--- config.mk ---
export PLATFORM = sky130hd
export DESIGN_NAME = flash_id_probe
export DESIGN_NICKNAME = d
export VERILOG_FILES = /design/src/rtl/flash_id_probe.sv
export SDC_FILE = /design/constraint.sdc
export NUM_CORES = 1
export LEC_CHECK = 0
export BUFFER_PORTS_ARGS = -buffer_cell sky130_fd_sc_hd__buf_2
export CORE_MARGIN = 2
export CORE_UTILIZATION = 46
export DETAILED_ROUTE_END_ITERATION = 6
export GPL_ROUTABILITY_DRIVEN = 1
export GPL_TIMING_DRIVEN = 0
export PLACE_DENSITY_LB_ADDON = 0.3
export SYNTH_ARGS = -nofsm -noshare
export SYNTH_HDL_FRONTEND = slang
export SYNTH_SLANG_ARGS = --single-unit
--- constraint.sdc ---
create_clock -name clk -period 2.6 [get_ports clk]
set_clock_uncertainty 0.05 [all_clocks]
set_input_delay 0.26 -clock clk [delete_from_list [all_inputs] [get_ports clk]]
set_output_delay 0.26 -clock clk [all_outputs]
set_load 0.03 [all_outputs]
--- src/rtl/flash_id_probe.sv ---
module flash_id_probe #(
  parameter int AW = 17,
  parameter int ENTRIES = 8,
  parameter int IW = $clog2(ENTRIES),
  parameter logic [AW-1:0] MASK_WIDE = 'h7FFF,
  parameter logic [AW-1:0] MASK_NARROW = 'h07FF,
  parameter logic [7:0] OP_ID = 8'h90,
  parameter logic [7:0] OP_RST = 8'hF0,
  parameter logic [7:0] ESC = 8'h7E
) (
  input  logic          clk,
  input  logic          rst_n,
  input  logic          start,
  input  logic          tbl_we,
  input  logic [IW-1:0] tbl_idx,
  input  logic [31:0]   tbl_id,
  input  logic          tbl_sngl,
  output logic          cmd_req,
  output logic [7:0]    cmd_op,
  output logic [AW-1:0] cmd_mask,
  output logic          cmd_sngl,
  input  logic          cmd_done,
  output logic          rd_req,
  output logic [AW-1:0] rd_addr,
  input  logic          rd_done,
  input  logic [7:0]    rd_data,
  output logic          busy,
  output logic          done,
  output logic          found,
  output logic [31:0]   id_word,
  output logic [IW-1:0] match_idx
);
  typedef enum logic [2:0] {S_IDLE, S_CID, S_RD, S_CMP, S_CRST, S_FIN} st_t;

  st_t st;
  logic [31:0] tbl_q [ENTRIES];
  logic [ENTRIES-1:0] flg_q;
  logic narrow, hit_q, found_q, hit, live;
  logic [1:0] bsel;
  logic [31:0] idw;
  logic [IW-1:0] idx_q, hidx;

  always_comb begin
    hit = 1'b0;
    hidx = '0;
    live = 1'b1;
    for (int i = 0; i < ENTRIES; i++) begin
      live = live && (tbl_q[i] != 32'h0);
      if (live && !hit && tbl_q[i] == idw) begin
        hit = 1'b1;
        hidx = IW'(i);
      end
    end
  end

  always_ff @(posedge clk or negedge rst_n) begin
    if (!rst_n) begin
      for (int i = 0; i < ENTRIES; i++) tbl_q[i] <= '0;
      flg_q <= '0;
    end else if (tbl_we && st == S_IDLE) begin
      tbl_q[tbl_idx] <= tbl_id;
      flg_q[tbl_idx] <= tbl_sngl;
    end
  end

  always_ff @(posedge clk or negedge rst_n) begin
    if (!rst_n) begin
      st <= S_IDLE;
      narrow <= 1'b0;
      bsel <= '0;
      idw <= '0;
      hit_q <= 1'b0;
      idx_q <= '0;
      found_q <= 1'b0;
    end else begin
      case (st)
        S_IDLE: if (start) begin
          narrow <= 1'b0;
          idw <= '0;
          hit_q <= 1'b0;
          idx_q <= '0;
          found_q <= 1'b0;
          st <= S_CID;
        end
        S_CID: if (cmd_done) begin
          bsel <= '0;
          st <= S_RD;
        end
        S_RD: if (rd_done) begin
          idw[8*bsel +: 8] <= rd_data;
          if (bsel == 2'd3 || (bsel == 2'd1 && rd_data != ESC)) st <= S_CMP;
          else bsel <= bsel + 2'd1;
        end
        S_CMP: begin
          hit_q <= hit;
          idx_q <= hidx;
          st <= S_CRST;
        end
        S_CRST: if (cmd_done) begin
          if (hit_q) begin
            found_q <= 1'b1;
            st <= S_FIN;
          end else if (!narrow) begin
            narrow <= 1'b1;
            idw <= '0;
            st <= S_CID;
          end else begin
            idw <= '0;
            st <= S_FIN;
          end
        end
        default: st <= S_IDLE;
      endcase
    end
  end

  assign cmd_req   = (st == S_CID) || (st == S_CRST);
  assign cmd_op    = (st == S_CRST) ? OP_RST : OP_ID;
  assign cmd_mask  = narrow ? MASK_NARROW : MASK_WIDE;
  assign cmd_sngl  = (st == S_CRST) && hit_q && flg_q[idx_q];
  assign rd_req    = (st == S_RD);
  assign rd_addr   = {{(AW-4){1'b0}}, {3{bsel[1]}}, bsel[0]};
  assign busy      = (st != S_IDLE);
  assign done      = (st == S_FIN);
  assign found     = found_q;
  assign id_word   = idw;
  assign match_idx = idx_q;

  p_cmd_hold_r10: assert property (@(posedge clk) disable iff (!rst_n)
    (cmd_req && !cmd_done) |=> (cmd_req && $stable(cmd_op)));
  p_rd_hold_r3: assert property (@(posedge clk) disable iff (!rst_n)
    (rd_req && !rd_done) |=> (rd_req && $stable(rd_addr)));
  p_done_pulse_r10: assert property (@(posedge clk) disable iff (!rst_n)
    done |=> (!done && !busy));
  p_miss_zero_r8: assert property (@(posedge clk) disable iff (!rst_n)
    (done && !found) |-> (id_word == 32'h0));
  p_escape_r4: assert property (@(posedge clk) disable iff (!rst_n)
    (rd_req && rd_addr[3]) |-> (id_word[15:8] == ESC));
endmodule

# Word-level counts from Yosys, hierarchy flattened
# Index checks and enable logic that the tools add are counted.
# classes
addsub,2
mul,0
n_div,0
magnitude_cmp,5
n_eq_ne,24
shift,2
mux,53
bitwise,1
n_reduce_logical,57
# ops
operator,count
$bwmux 256,1
$eq 32x32->1,8
$reduce_bool 32->1,8
$mux 32,5
$demux 32 s3,1
$pmux 32 s3,1
$mux 3,13
$neg 5->34,1
$shift 8x34->32 const A,1
$shiftx 8x34->32,1
$bwmux 32,1
$logic_and 1x1->1,28
$mux 1,16
$mux 15,1
$pmux 3 s5,1
$ne 2x2->1 const B,6
$reduce_and 4->1,3
$reduce_and 5->1,2
$bwmux 8,1
$lt 3x4->1 const B,2
$mux 2,4
$ne 8x7->1 const B,1
$logic_not 1->1,7
$mux 7,1
21 further kinds,30
# totals
ff_bits,307
latch_bits,0
mem_bits_rw,0
rom_bits,0
in_bits,50
output_inout_bits,83
n_memories,0

# Logic depth before layout (Yosys ltp)
# Gate-level depths: netlist of the first run.
# depth
depth_word,32
mapped_depth,8
mapped_depth_nobuf,7

# Worst setup path before layout of the first run
# Ideal clock, no wire load.
# synth_timing
kind,register -> output
start,register st[1]
end,output port cmd_sngl
arrival_time_ns,1.939
t_required_ns,2.290
setup_slack_ns,0.351
stages_incl_launch_ff,5
cell_sequence,dfrtp_1 clkbuf_1 nor3_1 nand2_1 nor2_1
# synth_between
elab_chain_len,3
# synth_rtl
item,line_no,rtl
"start, declared",35,st_t st;
"start signal, assigned",68,st <= S_IDLE;
"start signal, assigned",83,st <= S_CID;
"start signal, assigned",87,st <= S_RD;
$eq 3x3->1,120,assign cmd_sngl = (st == S_CRST) && hit_q && flg_q[idx_q];
$logic_and 1x1->1 (2 in series),120,
"end, declared",21,"output logic cmd_sngl,"
# Every way passes these cells.

# Worst setup path in the final report of the first run
# layout_timing
start,register tbl_q[136] (netlist name)
end,register hit_q
# layout_between
elab_chain_len,22
elab_cells_between_ends,27
classes_between,1 x eq/ne; 6 x mux; 20 x reduce/logical
# layout_rtl
item,line_no,rtl
"start, declared",36,logic [31:0] tbl_q [ENTRIES];
"start signal, assigned by index",61,tbl_q[tbl_idx] <= tbl_id;
$reduce_bool 32->1,48,live = live && (tbl_q[i] != 32'h0);
$logic_and 1x1->1,48,
$logic_and 1x1->1 (2 in series),49,if (live && !hit && tbl_q[i] == idw) begin
$mux 1,49,
$logic_not 1->1,49,
$logic_and 1x1->1 (2 in series),49,
$mux 1,49,
$logic_not 1->1,49,
$logic_and 1x1->1 (2 in series),49,
$mux 1,49,
$logic_not 1->1,49,
$logic_and 1x1->1 (2 in series),49,
$mux 1,49,
$logic_not 1->1,49,
$logic_and 1x1->1 (2 in series),49,
$mux 1 *,49,
$pmux 1 s2 *,76,case (st)
"end signal, assigned",95,hit_q <= hit;
"end, declared",38,"logic narrow, hit_q, found_q, hit, live;"
# Every way passes the cells marked *; elsewhere a longest branch is shown, timed or not.
# A chain may end at the register's enable or synchronous reset.

==> results of run 1 <==
==> metrics by stage <==
step,instances,TNS [ns],hold slack [ns],power (uW)
after floorplan,1351,0,-0.0856,13700
after global placement,1904,-1393.17,0.434,16000
after detailed placement,1906,-0.513,0.355,16200
after CTS,1974,0,0.00536,21400
after global routing,1974,0,0.00515,22500
final,1974,0,0.00805,21400
==> timing repair <==
| action | CTS | global route |
|---|---|---|
| gates resized for setup | 4 | 2 |
| endpoints found under the hold margin | 121 | 0 |
| hold buffers | 7 | 0 |
| gates cloned | 0 | 0 |
| setup endpoints to repair | 32 | 13 |
==> layout by cell type (no fill, tap or decap), types with 3 or more instances in the layout <==
| cell | count |
|---|---|
| sky130_fd_sc_hd__dfrtp_1 | 307 |
| sky130_fd_sc_hd__mux2_2 | 248 |
| sky130_fd_sc_hd__xor2_1 | 224 |
| sky130_fd_sc_hd__nor4_1 | 122 |
| sky130_fd_sc_hd__buf_2 | 119 |
| sky130_fd_sc_hd__nand2_1 | 80 |
| sky130_fd_sc_hd__buf_4 | 58 |
| sky130_fd_sc_hd__nand4_1 | 39 |
| sky130_fd_sc_hd__clkbuf_16 | 38 |
| sky130_fd_sc_hd__o21ai_0 | 36 |
| sky130_fd_sc_hd__xnor2_1 | 33 |
| sky130_fd_sc_hd__conb_1 | 32 |
| sky130_fd_sc_hd__nor2_1 | 20 |
| sky130_fd_sc_hd__buf_6 | 20 |
| sky130_fd_sc_hd__mux2_1 | 16 |
| sky130_fd_sc_hd__clkbuf_1 | 11 |
| sky130_fd_sc_hd__clkbuf_8 | 11 |
| sky130_fd_sc_hd__a21oi_1 | 10 |
| sky130_fd_sc_hd__o21ai_1 | 8 |
| sky130_fd_sc_hd__inv_1 | 7 |
| sky130_fd_sc_hd__dlygate4sd3_1 | 7 |
| sky130_fd_sc_hd__nor3_1 | 5 |
| sky130_fd_sc_hd__ha_1 | 4 |
| sky130_fd_sc_hd__clkinv_2 | 4 |
| sky130_fd_sc_hd__nand2b_1 | 3 |
| sky130_fd_sc_hd__nand4b_1 | 3 |
| sky130_fd_sc_hd__a31oi_1 | 3 |
==> final timing paths <==
kind,from,endpoint,cells past startpoint,slack (ns)
min,rd_data[2],id_word[10],3,0.008
max,tbl_q[136],hit_q,7,0.05
min reg2reg,flg_q[6],flg_q[6],1,0.46
max reg2reg,tbl_q[136],hit_q,7,0.05
max in group asynchronous,rst_n,st[1],3,0.99
min in group asynchronous,rst_n,tbl_q[72],2,0.39
==> power by group <==
group          internal (uW)  switching (uW)  total (uW)
Clock                   3170            1970        5140
Sequential              6950            2260        9210
Combinational           3500            3550        7050
Total                  13600            7780       21400
==> worst min-delay path: stages <==
cell and delay (ns):
sky130_fd_sc_hd__buf_2 0.15, sky130_fd_sc_hd__nand2_1 0.06, sky130_fd_sc_hd__o21ai_0 0.06
==> state kept, by name (all words and copies together) (netlist names) <==
signal and count:
flg_q 8, hit_q 1, narrow 1, id_word 32, found 1, bsel 2
tbl_q 256, st 3, match_idx 3
==> metal layers <==
layer  track usage, %  vias to the layer above  wire length (microns)
met2             44.1                      412                  22600
met4             13.1                        0                   2450
li1                 -                     4992                      -
met5                0                        -                      0
met1             34.2                     5729                  20100
met3             3.44                      116                   2320
==> kinds of logic (layout without fill, tap and decap cells) <==
family                     count (synthesis)  count (layout)  share of synthesized area, %
other                                      2              32                        0.0469
and+or+nand+nor                          298             298                          10.9
buffers and inverters                    114             282                          5.15
adders and majority gates                  4               4                         0.313
muxes                                    268             268                          19.0
AOI/OAI and AO/OA                         71              71                          2.56
xor gates and xnor gates                 257             257                          14.1
DFF                                      307             307                          48.0
==> layout make-up <==
cell class | count | area (sq um)
sequential | 307 | 7680
clock inverter | 8 | 104
buffer | 107 | 797
fill | 2970 | 15800
tap | 455 | 569
multi-input combinational | 930 | 7630
inverter | 7 | 26.3
clock buffer | 53 | 1120
timing repair buffer | 107 | 626
==> results, run 1 <==
- The type of element launching the critical path is a register.
- For this run, the post-layout net count is between 1,500 and 2,000.
- For this run, design rule violations remaining after detail routing come to 0.
- The count of H-tree levels built during CTS is 2.
- After floorplanning, the core was sized to cover ~34,000 sq um.
- In this run, the number of DRC markers left after iteration 0 of detailed routing was slightly above 800.
- The starting density of the core is ~47%.
- The via density per instance is 5.70.
- In this run the tool buffered the top-level ports with between 90 and 100 buffer cells.
- The number of global-route vias before repair came to ~12,000.
- The cell chosen for the clock root is sky130_fd_sc_hd__clkbuf_16.
- The clock insertion delay at the later pin of the skew report is ~0.52 ns.
- The pre-antenna-repair detailed-routing pass consisted of 5 iterations.
- The clock drives a little over 300 sinks.
- For this run, the share of the core covered by cells in the final layout is between 50% and 60%.
- The signal on the critical path passes through nor4_1 > nand4_1 > o22ai_1 > nor4_1 > o21ai_0 > nand4_1 > a22o_1.
- In this run the deepest clock path goes through 3 buffers.
- The number of antenna violations at the first check in global routing is 2.
- The share of the yosys chip area belonging to registers is between 40% and 50%.
- Ranked by total cell area, the synthesized netlist is headed by sky130_fd_sc_hd__dfrtp_1 (48%), sky130_fd_sc_hd__mux2_2 (17%), sky130_fd_sc_hd__xor2_1 (12%).
- The via count is about 11,000.
- The number of synthesized register bits is 307.
- The overall die area is roughly 36,000 sq um.
- The height of the die is about 190 microns.
- For the worst setup path, the data required time is 2.96 ns.
- The half-perimeter wire length after placement is 37,000 microns.
- Pin placement for this block handled approximately 130 I/O pins.
- Summed over all layers, the global routing overflow is 0.
- The number of enable flip-flop cells after synthesis is 0.
- Power spread over the standard cell area amounts to 1150 nW/um^2.
- The peak supply drop is between 0.5 and 0.6 mV.
- After synthesis the cells add up to 16,000 sq um.
- Wires add up to between 40,000 and 50,000 microns.
- During synthesis, Yosys emitted a total of 0 warnings.
- Setup repair after global routing left no endpoint under its margin.
- The final critical-path setup slack is around 0.050 ns.
- The area of all placed cells without fillers is between 15,000 and 20,000 sq um.
- The average wire length per cell after detail routing is 24.0 microns.
- Counting instances in the post-synthesis netlist gives the leading cell types as sky130_fd_sc_hd__dfrtp_1 (307), sky130_fd_sc_hd__mux2_2 (248), sky130_fd_sc_hd__xor2_1 (224), sky130_fd_sc_hd__nor4_1 (123), sky130_fd_sc_hd__nand2_1 (80).
- The fraction of layout instances using a drive strength above 1 is about a third.
- Prior to clock tree synthesis, the placed netlist has a worst setup slack of -0.0789 ns.
- The floorplan step set the die width to approximately 190 microns.
- The overall global routing resource usage is a little over a quarter.
- The cell type contributing the most total cell area after synthesis is sky130_fd_sc_hd__dfrtp_1.
- The flow ran to the end, and the final reports show no timing, DRC or antenna violations.
- The worst path in the final design needs a cycle of 2.55 ns, including I/O delays and setup.
- The number of max-slew violations in the final report came to 0.
- The dominant register cell in the synthesized netlist is sky130_fd_sc_hd__dfrtp_1.
- The count of endpoints failing hold in the final timing report is 0.
- The path type of the worst setup path is reg -> reg.
- The final estimated routing congestion in global placement is roughly 0.95.
- TritonCTS built the clock tree.
- After synthesis, the largest area contributor takes up 48.0% of total cell area.
- The largest single stage delay on the critical path is approximately 0.5 ns.
- The library cell with the highest instance count after synthesis is sky130_fd_sc_hd__dfrtp_1.
- The slowest cell on the critical path is sky130_fd_sc_hd__nor4_1.
- Counting distinct cell types in the post-synthesis netlist gives 51.
- The tool flagged a number of max-cap violations equal to 0.
- 0 antenna diodes ended up in the layout.
- The average instance area after synthesis is 12.1 sq um.
- The analysis attributes to cell leakage a power of a little under 0.009 uW.
- The tightest slew margin relative to the limit is 41.5%.
- Derived from the worst setup path, the maximum achievable clock frequency is just under 0.4 GHz.
- The cell class contributing the biggest share of worst-path delay is simple AND/OR/NAND/NOR gates.
- The cell count after synthesis came out at 1,321.
- The first global-routing pass estimated just over 70,000 microns of wire.
- The number of clock buffers added by TritonCTS is 36.
- Entering global routing, the biggest net connects approximately 120 pins.
- The post-synthesis async set-or-reset flop share is 100%.
- The worst-margin pin slew is 0.878 ns.
- The total setup buffers inserted after CTS is 0.
- Dividing the final minimum period by the clock period gives 98.1%.
- At the worst endpoint, the arrival time is 2.91 ns.
- The antenna violation net count after detailed routing is 0.
- The worst min-delay path category is in -> reg.
- The clock-pin slew on the worst setup and hold paths is 0.06 ns.
- The number of endpoints failing setup at the final stage is 0.
- Along the worst path, the maximum fanout reaches 3.
- After floorplanning, the core was divided into between 60 and 70 placement rows.
- Together, buffers and inverters on the worst path number 0.
- From synthesis to final layout, the design area changed by 16.0%.
- STA classifies the critical path endpoint as a register.
- Once placement finished, the instance area stood at roughly 17,000 sq um.
Power figures use the tool's default switching activity.
==> run 2, diff against run 1 <==
Settings changed: CORE_MARGIN 2 to unset, CTS_BUF_LIST set to sky130_fd_sc_hd__clkbuf_4 sky130_fd_sc_hd__clkbuf_8 sky130_fd_sc_hd__clkbuf_16.
==> run 2 against run 1 <==
  * Critical path depth is 2 lower
  * Cell area fell by 0.58%
  * Flip-flop and latch count is the same
  * Largest power group unchanged
  * Final cell count shrank 0.46%
==> results, run 2 (same netlist as run 1, synthesis figures left out) <==
- The via density per instance is about 6.
- Setup violations remaining at the end of the flow were counted as 0.
- The average wire length per cell after detail routing is around 27 microns.
- The worst hold path begins at rd_data[1].
- The sum of overflow across all layers after global routing is 0.
- The overall global routing resource usage is 30.1%.
- In the layout the commonest cells are sky130_fd_sc_hd__dfrtp_1 (307), sky130_fd_sc_hd__mux2_2 (248), sky130_fd_sc_hd__xor2_1 (224), sky130_fd_sc_hd__nor4_1 (123), sky130_fd_sc_hd__buf_2 (118).
- The register share of total power is between 40% and 50%.
- The number of clock buffers added by TritonCTS is 35.
- The detailed router finished its first iteration with around 1,100 violations.
- The worst hold path passes through 3 cells.
- In this run the worst hold path is classified as in -> reg.
- The count of endpoints failing hold in the final timing report is 0.
- Entering global routing, the biggest net connects between 100 and 150 pins.
- The tightest hold margin is between 0.015 and 0.02 ns.
- The endpoint of the worst hold-timing path is id_word[1].
- For the pin with the worst max-slew slack, the measured transition is 0.785 ns.
- Tracing the worst setup path back leads to its startpoint at st[2].
- After legalization and detailed placement, the total HPWL measured roughly 35,000 microns.
- The path type of the worst setup path is reg -> reg.
- The number of max-slew violations in the final report is 0.
- The floorplan step defined a core boundary enclosing about 34,000 sq um.
- The TritonCTS clock tree is done.
- The type of element launching the critical path is a register.
- Across the VDD grid, the largest voltage drop is approximately 0.53 mV.
- The height of the die is approximately 190 microns.
- The post-route minimum period is between 2 and 3 ns.
- The die covers around 36,000 sq um.
- The number of detailed-route iterations in the first pass is 6.
- The internal portion of total power is ~13,000 uW.
- The end-of-flow core utilization is between 50% and 60%.
- The relative area change from synthesis to final layout is 15.3%.
- The first-pass GRT wire length is around 78,000 microns.
- Of the total power, the share spent switching nets is ~36%.
- Setup repair after global routing left no endpoint under its margin.
- The part of the power in combinational logic is about a third.
- For the worst setup path, the data required time is between 2 and 3 ns.
- The fraction of layout instances using a drive strength above 1 is a little over a third.
- The data arrival time of the critical path is roughly 2.9 ns.
- Routability-driven placement finished with a final weighted congestion of approximately 0.95.
- Per report_power, the clock group accounts for a little under a quarter of the total.
- The number of non-filler instances in the completed layout is slightly below 2,000.
- The via count is 11,800.
- The largest fanout of any net on the critical path is 10.
- tbl_q holds more flip-flops than any other register.
- The count of clock tree sinks is about 300.
- The run finished with clean final reports.
- The worst-case reg-to-reg path depth is 5.
- The count of H-tree levels built during CTS is 2.
- In this run the power density over the cells is roughly 1100 nW/um^2.
- In this run the power spent charging and discharging nets is between 7000 and 8000 uW.
- The analysis attributes to cell leakage a power of around 0.0089 uW.
- The flip-flop count of the largest register, all copies and words added is 256.
- The clock passes through at most 3 buffers.
- After clock tree synthesis, the clock-pin slew on the worst setup and hold paths is 0.06 ns.
- Setup slack on the worst reg-to-reg path comes out at between 0.05 and 0.06 ns.
- The tree is rooted in a sky130_fd_sc_hd__clkbuf_16.
- The number of global-route vias before repair is around 12,000.
- STA classifies the critical path endpoint as a register.
- The number of port buffers is 98.
- The endpoint identified for the worst register-to-register timing path is tbl_q[43].
- The top achievable clock speed is ~0.39 GHz.
- The initial utilization of the core area, before any placement, comes to 47.2%.
- The worst register-to-register path begins at st[2].
- The clock insertion delay at the later pin of the skew report is around 0.52 ns.
- Max-cap violations in this run came to 0.
- The die is ~190 microns wide.
- The number of antenna violations at the first check in global routing is 3.
- The count of nets left with antenna violations once routing finished came out at 0.
- The most common cell after layout, fill and taps aside is sky130_fd_sc_hd__dfrtp_1.
- The remaining design rule violation count is 0.
- The row count is 67.
- In the finished design, the share of the clock period the worst path needs comes to 97.8%.
- The routed design has 53,100 microns of wire.
- The post-placement worst setup slack is -0.160 ns.
- In this run, placement finished with an instance count of around 1,900.
- The net count reported at finish is roughly 1,500.
- The tightest slew margin relative to the limit is between 40% and 50%.
- The number of primary I/O pins is 133.
- The final critical-path setup slack is roughly 0.056 ns.
## run 2: cell count changes in the layout (fill, tap and decap cells not counted), sizes merged
cell,change
clkbuf,-4
diode,+2
buf,-1
bufinv,+1
clkinv,+1
clkinvlp,-1
dlygate4sd3,-1
inv,+1
## run 2: repair_timing
| action | in CTS | in global routing |
|---|---|---|
| resized for setup | 3 | 3 |
| hold buffers | 6 | 0 |
| setup buffers | 0 | 0 |
| endpoints found under the setup margin | 4 | 4 |
| pin swaps | 0 | 1 |
| endpoints found under the hold margin | 105 | 0 |
## run 2: how the worst max path moves through the flow
| stage | endpoint | slack [ns] | cells after the start |
|---|---|---|---|
| after detailed placement | match_idx[2] | -0.16 | 7 |
| after floorplan | cmd_sngl | 0.35 | 4 |
| final | tbl_q[43] | 0.06 | 5 |
| after CTS | match_idx[1] | 0.05 | 8 |
| after global placement | id_word[0] | -4.55 | 1 |
| after global routing | match_idx[1] | 0.02 | 8 |
## run 2: metrics by stage
step                setup TNS, ns  area, sq um  total power [uW]
floorplan                       0        16100             13700
global placement         -1390.02        17200             15600
finish                          0        18400             20900
CTS                             0        18400             20800
global route                    0        18400             21900
detailed placement         -0.487        17200             15800
## run 2: worst max-delay path, cell delays in order (launching register included)
cell and delay [ns]:
sky130_fd_sc_hd__dfrtp_1 0.45, sky130_fd_sc_hd__nor3_2 0.41, sky130_fd_sc_hd__nand3b_2 0.27, sky130_fd_sc_hd__nor2_2 0.51, sky130_fd_sc_hd__buf_2 0.37, sky130_fd_sc_hd__mux2_2 0.37
## run 2: cell type report
cell class	instances	area, sq um
Fill cell	2963	15400
Clock inverter	10	129
Multi-Input combinational cell	930	7630
Antenna cell	2	5.00
Clock buffer	48	998
Buffer	107	800
Sequential cell	307	7680
Timing Repair Buffer	106	616
Tap cell	448	561
Inverter	7	26.3
## run 2: power by group through the flow
stage | clock network, uW | logic, uW | registers (uW)
floorplan | 0 | 5110 | 8630
global placement | 0 | 6470 | 9120
detailed placement | 0 | 6630 | 9180
CTS | 4960 | 6680 | 9140
global route | 5160 | 7260 | 9480
finish | 4940 | 6720 | 9230
## run 2: metal layers
metal	track usage, %	wire length (microns)	up-vias
met5	0	0	-
met4	14.0	2720	0
met3	6.67	5300	161
met2	45.2	23200	707
met1	41.4	21900	5966
li1	-	-	4976
